==> src/rtl/aod_pkg.sv <==
// Package: shared address map, bit positions and decode type for the
// analog output register front end. Assumes a byte-addressed 16-bit bus.
package aod_pkg;
    localparam int unsigned BUS_W        = 16;
    localparam int unsigned ADR_MODE     = 'h02;
    localparam int unsigned ADR_CFG      = 'h12;
    localparam int unsigned ADR_DATA0    = 'h14;
    localparam int unsigned MODE_EN_BIT  = 1;
    localparam int unsigned MODE_BUF_BIT = 0;
    localparam int unsigned POL_TOP      = 7;
    localparam int unsigned GAIN_TOP     = 11;

    typedef struct packed {
        logic wr_mode;
        logic wr_cfg;
        logic rd_mode;
        logic rd_cfg;
    } aod_dec_t;
endpackage

==> src/rtl/aod_regdec.sv <==
// Module: address decoder. Turns one bus access into per-register strobes.
// Assumes at most one of write or read is active in a cycle.
module aod_regdec #(
    parameter int unsigned NCH    = 4,
    parameter int unsigned ADDR_W = 6
) (
    input  logic                  bus_wr_i,
    input  logic                  bus_rd_i,
    input  logic [ADDR_W-1:0]     bus_addr_i,
    output aod_pkg::aod_dec_t     dec_o,
    output logic [NCH-1:0]        data_wr_o
);
    import aod_pkg::*;

    // Purpose: strobes for the mode and configuration registers.
    always_comb begin
        dec_o.wr_mode = bus_wr_i && (bus_addr_i == ADDR_W'(ADR_MODE));
        dec_o.wr_cfg  = bus_wr_i && (bus_addr_i == ADDR_W'(ADR_CFG));
        dec_o.rd_mode = bus_rd_i && (bus_addr_i == ADDR_W'(ADR_MODE));
        dec_o.rd_cfg  = bus_rd_i && (bus_addr_i == ADDR_W'(ADR_CFG));
    end

    // Purpose: one write strobe per channel data register, 2 bytes apart.
    for (genvar g = 0; g < NCH; g++) begin : g_dsel
        localparam int unsigned ADR_N = ADR_DATA0 + 2 * g;
        assign data_wr_o[g] = bus_wr_i && (bus_addr_i == ADDR_W'(ADR_N));
    end
endmodule

==> src/rtl/aod_chan.sv <==
// Module: one channel's data shadow and active code.
// Assumes en_i and buf_i are registered mode bits; copy_i is the
// broadcast update trigger shared by all channels.
module aod_chan #(
    parameter int unsigned DW = 16
) (
    input  logic          clk,
    input  logic          rst_n,
    input  logic          en_i,
    input  logic          buf_i,
    input  logic          wr_i,
    input  logic          copy_i,
    input  logic [DW-1:0] wdata_i,
    output logic [DW-1:0] shadow_o,
    output logic [DW-1:0] active_o
);
    // Purpose: shadow takes every write, whatever the mode.
    always_ff @(posedge clk) begin
        if (!rst_n)    shadow_o <= '0;
        else if (wr_i) shadow_o <= wdata_i;
    end

    // Purpose: active code is zero while disabled, else direct or copied.
    always_ff @(posedge clk) begin
        if (!rst_n)              active_o <= '0;
        else if (!en_i)          active_o <= '0;
        else if (wr_i && !buf_i) active_o <= wdata_i;
        else if (copy_i)         active_o <= shadow_o;
    end
endmodule

==> src/rtl/aod_ctrl.sv <==
// Module: mode register, configuration shadow, per-channel active
// polarity/gain bits (reversed layout) and registered read data.
// Assumes NCH <= 4 so bit POL_TOP-n and GAIN_TOP-n stay in their nibbles.
module aod_ctrl #(
    parameter int unsigned NCH = 4
) (
    input  logic                       clk,
    input  logic                       rst_n,
    input  aod_pkg::aod_dec_t          dec_i,
    input  logic [aod_pkg::BUS_W-1:0]  wdata_i,
    output logic                       en_o,
    output logic                       buf_o,
    output logic [aod_pkg::BUS_W-1:0]  cfg_o,
    output logic [NCH-1:0]             pol_o,
    output logic [NCH-1:0]             gain_o,
    output logic [aod_pkg::BUS_W-1:0]  rdata_o
);
    import aod_pkg::*;

    logic [BUS_W-1:0] mode_word;

    // Purpose: mode register (enable and buffered bits).
    always_ff @(posedge clk) begin
        if (!rst_n) begin
            en_o  <= 1'b0;
            buf_o <= 1'b0;
        end else if (dec_i.wr_mode) begin
            en_o  <= wdata_i[MODE_EN_BIT];
            buf_o <= wdata_i[MODE_BUF_BIT];
        end
    end

    // Purpose: configuration shadow word.
    always_ff @(posedge clk) begin
        if (!rst_n)            cfg_o <= '0;
        else if (dec_i.wr_cfg) cfg_o <= wdata_i;
    end

    // Purpose: assemble the mode register read value.
    always_comb begin
        mode_word               = '0;
        mode_word[MODE_EN_BIT]  = en_o;
        mode_word[MODE_BUF_BIT] = buf_o;
    end

    // Purpose: registered read data, zero unless a mapped read occurs.
    always_ff @(posedge clk) begin
        if (!rst_n)             rdata_o <= '0;
        else if (dec_i.rd_mode) rdata_o <= mode_word;
        else if (dec_i.rd_cfg)  rdata_o <= cfg_o;
        else                    rdata_o <= '0;
    end

    // Purpose: per-channel active polarity and gain bits.
    for (genvar g = 0; g < NCH; g++) begin : g_cbit
        localparam int unsigned PB = POL_TOP - g;
        localparam int unsigned GB = GAIN_TOP - g;
        always_ff @(posedge clk) begin
            if (!rst_n) begin
                pol_o[g]  <= 1'b0;
                gain_o[g] <= 1'b0;
            end else if (!en_o) begin
                pol_o[g]  <= 1'b0;
                gain_o[g] <= 1'b0;
            end else if (dec_i.wr_cfg && !buf_o) begin
                pol_o[g]  <= wdata_i[PB];
                gain_o[g] <= wdata_i[GB];
            end else if (dec_i.rd_cfg) begin
                pol_o[g]  <= cfg_o[PB];
                gain_o[g] <= cfg_o[GB];
            end
        end
    end
endmodule

==> src/rtl/aod_dac_regs.sv <==
// Module: top of the double-buffered analog output register front end.
// Assumes DW <= 16 and NCH <= 4; the converter link is outside.
module aod_dac_regs #(
    parameter int unsigned NCH    = 4,
    parameter int unsigned DW     = 16,
    parameter int unsigned ADDR_W = 6
) (
    input  logic              clk,
    input  logic              rst_n,
    input  logic              bus_wr_i,
    input  logic              bus_rd_i,
    input  logic [ADDR_W-1:0] bus_addr_i,
    input  logic [15:0]       bus_wdata_i,
    output logic [15:0]       bus_rdata_o,
    output logic              dac_en_o,
    output logic [NCH*DW-1:0] dac_code_o,
    output logic [NCH-1:0]    dac_bipolar_o,
    output logic [NCH-1:0]    dac_gain_o
);
    import aod_pkg::*;

    aod_dec_t          dec;
    logic [NCH-1:0]    data_wr;
    logic              mode_en;
    logic              mode_buf;
    logic [BUS_W-1:0]  cfg_shadow;
    logic [NCH*DW-1:0] shadow_bus;

    aod_regdec #(.NCH(NCH), .ADDR_W(ADDR_W)) u_dec (
        .bus_wr_i   (bus_wr_i),
        .bus_rd_i   (bus_rd_i),
        .bus_addr_i (bus_addr_i),
        .dec_o      (dec),
        .data_wr_o  (data_wr)
    );

    aod_ctrl #(.NCH(NCH)) u_ctrl (
        .clk     (clk),
        .rst_n   (rst_n),
        .dec_i   (dec),
        .wdata_i (bus_wdata_i),
        .en_o    (mode_en),
        .buf_o   (mode_buf),
        .cfg_o   (cfg_shadow),
        .pol_o   (dac_bipolar_o),
        .gain_o  (dac_gain_o),
        .rdata_o (bus_rdata_o)
    );

    // Purpose: one shadow/active pair per channel.
    for (genvar g = 0; g < NCH; g++) begin : g_ch
        aod_chan #(.DW(DW)) u_ch (
            .clk      (clk),
            .rst_n    (rst_n),
            .en_i     (mode_en),
            .buf_i    (mode_buf),
            .wr_i     (data_wr[g]),
            .copy_i   (dec.rd_mode),
            .wdata_i  (bus_wdata_i[DW-1:0]),
            .shadow_o (shadow_bus[g*DW +: DW]),
            .active_o (dac_code_o[g*DW +: DW])
        );
    end

    assign dac_en_o = mode_en;
endmodule

==> config.mk <==
export PLATFORM = sky130hd
export DESIGN_NAME = aod_dac_regs
export DESIGN_NICKNAME = d
export VERILOG_FILES = /design/src/rtl/aod_pkg.sv /design/src/rtl/aod_regdec.sv /design/src/rtl/aod_chan.sv /design/src/rtl/aod_ctrl.sv /design/src/rtl/aod_dac_regs.sv
export SDC_FILE = /design/constraint.sdc
export NUM_CORES = 1
export LEC_CHECK = 0
export ABC_AREA = 1
export CAP_MARGIN = 15
export CORE_ASPECT_RATIO = 0.9
export CORE_MARGIN = 2
export CORE_UTILIZATION = 58
export CTS_CLUSTER_DIAMETER = 100
export DETAILED_ROUTE_END_ITERATION = 8
export HOLD_SLACK_MARGIN = 0.12
export PLACE_DENSITY = 0.82
export SLEW_MARGIN = 5
export SYNTH_ARGS = -nofsm -noshare
export SYNTH_HDL_FRONTEND = slang
export SYNTH_HIERARCHICAL = 1
export SYNTH_SLANG_ARGS = --single-unit
==> constraint.sdc <==
create_clock -name clk -period 2.63 [get_ports clk]
set_input_delay 0.263 -clock clk [delete_from_list [all_inputs] [get_ports clk]]
set_output_delay 0.263 -clock clk [all_outputs]
set_load 0.03 [all_outputs]
==> results.md <==
- Status: finished clean
- Worst path max stage delay: 0.74 ns
- Hold_buf cts: 0
- Hold depth: 3
- Clock slew at reported path FFs: 0.06 ns
- Pint: 4.09 mW
- F_max: 510 MHz
- Final Slew Violations: 0
- Initial antenna violation count: 0
- Final setup fails: 0
- CTS max path bufs: 2
- 1st-pass router iterations: 5
- Clk sinks: 170
- Ranking of synthesized cells by area: dfxtp_1 (46%), nand2_1 (13%), nor2_1 (10%)
- Final Hold Vio Count: 0
- Clk_lat worst skew: 0.43 ns
- Worst-Margin Slew: 0.709 ns
- Final wirelength: 18900 µm
- Fillers: 1032
- Pwr Total: 5.19 mW
- Placed insts: 1338
- Worst endpoint required time: 2.37 ns
- Most common cell after layout, fill and taps aside: nand2_1
- CP delay by family, top: buffers and inverters
- First DRT Iteration DRCs: 646
- Seq cells post-synth: 170
- # port buffers: 114
- Final HPWL DP: 11900 µm
- RSZ-0062 raised after global routing: false
- Worst setup EP type: primary output
- Clk_skew: 0.00967 ns
- Final net count: 1219
- Total number of vias: 7044
- Die width: 124 µm
- CTS buffer count: 17
- Switching pwr: 1.11 mW
- Core ar.: 12600 µm²
- Drt wl/cell: 13.8 µm
- Clk root buf: clkbuf_16
- Cells along the critical path: clkdlybuf4s50_1
- CP Class: flop to primary output
- Buf+Inv Stages, Crit Path: 1
- Fin crit share: 0.745
- Cell variety after synth: 23
- First-pass GRT wire length: 30300 µm
- Synth area leader: dfxtp_1
- Via density: 5.14
- Hold Crit Class: primary input to flop
- Register area share after synthesis: 0.456
- Die H: 112 µm
- I/O pin total: 115
- Syn nets: 1120
- Std cell rows: 39
- DRC: 0
- Largest net degree at the start of global routing: 49
- Leakage power: 3.89 nW
- Starting Density: 0.590
- Slowest cell on crit path: clkdlybuf4s50_1
- Startpoint Class: flop
- Mapped cell area: 7460 µm²
- Sequential Power Share: 0.499
- Synth-to-layout area growth: 23.2%
- Synth warn: 6
- Sw Share: 0.213
- Max-cap violations: 0
- GRT Overall Usage: 0.281
- Comb power frac: 0.036
- Most frequent cells in the layout: nand2_1 (262), nor2_1 (204), dfxtp_1 (170)
- Final setup TNS: 0 ns
- Final Critical Period: 1.96 ns
- Top-area cell type share of the netlist area: 0.456
- Layout cells sized above 1: 0.0779
- Reg2reg path depth: 6
- Max VDD drop: 0.479 mV
- Post-cts sizing count: 0
- Fin cells: 1370
- Clk pwr share: 0.466
- DRT antenna net count: 0
- Max-Slew Margin vs Limit: 0.527
- PD cells: 566 nW/µm²
- Post-CTS Setup Inserts: 0
- Gp weighted congestion: 0.801
- CP Max Fanout: 7
- WP depth: 1
- Syn Inst Count: 1094
- Synth Area per Inst: 6.82 µm²
- Ant diodes: 0
- Die area: 13800 µm²
- Htree depth: 4
- Arrival @ worst endpoint: 1.70 ns
- Number of global-route vias before repair: 6150
- CTS tree: done
- Grt ovf: 0
[synthesized netlist by cell type]
| cell | count |
|---|---|
| clkinv_2 | 12 |
| inv_1 | 110 |
| nor2_4 | 1 |
| clkbuf_2 | 1 |
| nor2_2 | 5 |
| a21oi_1 | 80 |
| nor3_1 | 4 |
| nand3_2 | 2 |
| dfxtp_1 | 170 |
| nand2_2 | 5 |
| buf_4 | 10 |
| nor2_1 | 205 |
| inv_2 | 14 |
| nand3_1 | 75 |
| buf_6 | 13 |
| nand2_4 | 5 |
| nand2_1 | 262 |
| o21ai_0 | 19 |
| o21ai_1 | 64 |
| buf_2 | 23 |
| clkinv_1 | 12 |
| o22ai_1 | 1 |
| buf_12 | 1 |
[sequential cells by signal, summed over array words and instances, names as in the netlist]
name                cells
u_ctrl/buf_o            1
u_ctrl/en_o             1
g_ch.u_ch/active_o     64
u_ctrl/gain_o           4
u_ctrl/rdata_o         16
g_ch.u_ch/shadow_o     64
u_ctrl/cfg_o           16
u_ctrl/pol_o            4
[through the flow]
stage	hold WS, ns	instance area [µm²]	setup slack (ns)	utilization
2_1_floorplan	0.398	7460	1.26	-
3_3_place_gp	0.422	8610	0.468	0.681
3_5_place_dp	0.427	8610	0.440	0.681
4_1_cts	0.402	9180	0.668	0.727
5_1_grt	0.443	9180	0.643	0.727
6_report	0.413	9180	0.671	0.727
[path summary, 6_finish.rpt]
kind                              endpoint  slack [ns]        startpoint
setup / recovery                  dac_en_o        0.67       u_ctrl/en_o
hold / removal    g_ch[1].u_ch/shadow_o[5]        0.41             rst_n
setup reg to reg  g_ch[1].u_ch/active_o[8]        0.76      u_ctrl/buf_o
hold reg to reg         u_ctrl/rdata_o[15]        0.43  u_ctrl/cfg_o[15]
[power groups by stage]
stage                     Clock [mW]  Combinational [mW]  Sequential (mW)
after floorplan                    0              0.0727             2.65
after global placement             0               0.178             2.65
after detailed placement           0               0.180             2.65
after CTS                       2.43               0.181             2.59
after global routing            2.54               0.199             2.59
final                           2.42               0.186             2.59
[per-layer routing]
metal | global-route usage | vias up | routed length, µm
met1 | 0.403 | 3163 | 8790
met5 | 0 | - | 0
met3 | 0.0558 | 29 | 1450
met2 | 0.415 | 270 | 8290
met4 | 0.106 | 0 | 398
li1 | - | 3582 | -
[area by class of cell]
type | instances | area (µm²) | area share
inverters | 148 | 571 | 0.0621
well taps | 164 | 205 | 0.0223
clock buffers | 25 | 515 | 0.0561
clock inverters | 7 | 62.6 | 0.00681
repair buffers | 128 | 1280 | 0.139
flip-flops and latches | 170 | 3400 | 0.371
multi-input cells | 728 | 3150 | 0.343
[cell families (layout without fill, tap and decap cells)]
kind of cell / count (synthesis) / after routing / synth area share
compound gates: 164 / 164 / 0.110
flops: 170 / 170 / 0.456
simple gates: 564 / 564 / 0.308
buf+inv: 196 / 308 / 0.125
(Power assumes the default switching activity.)
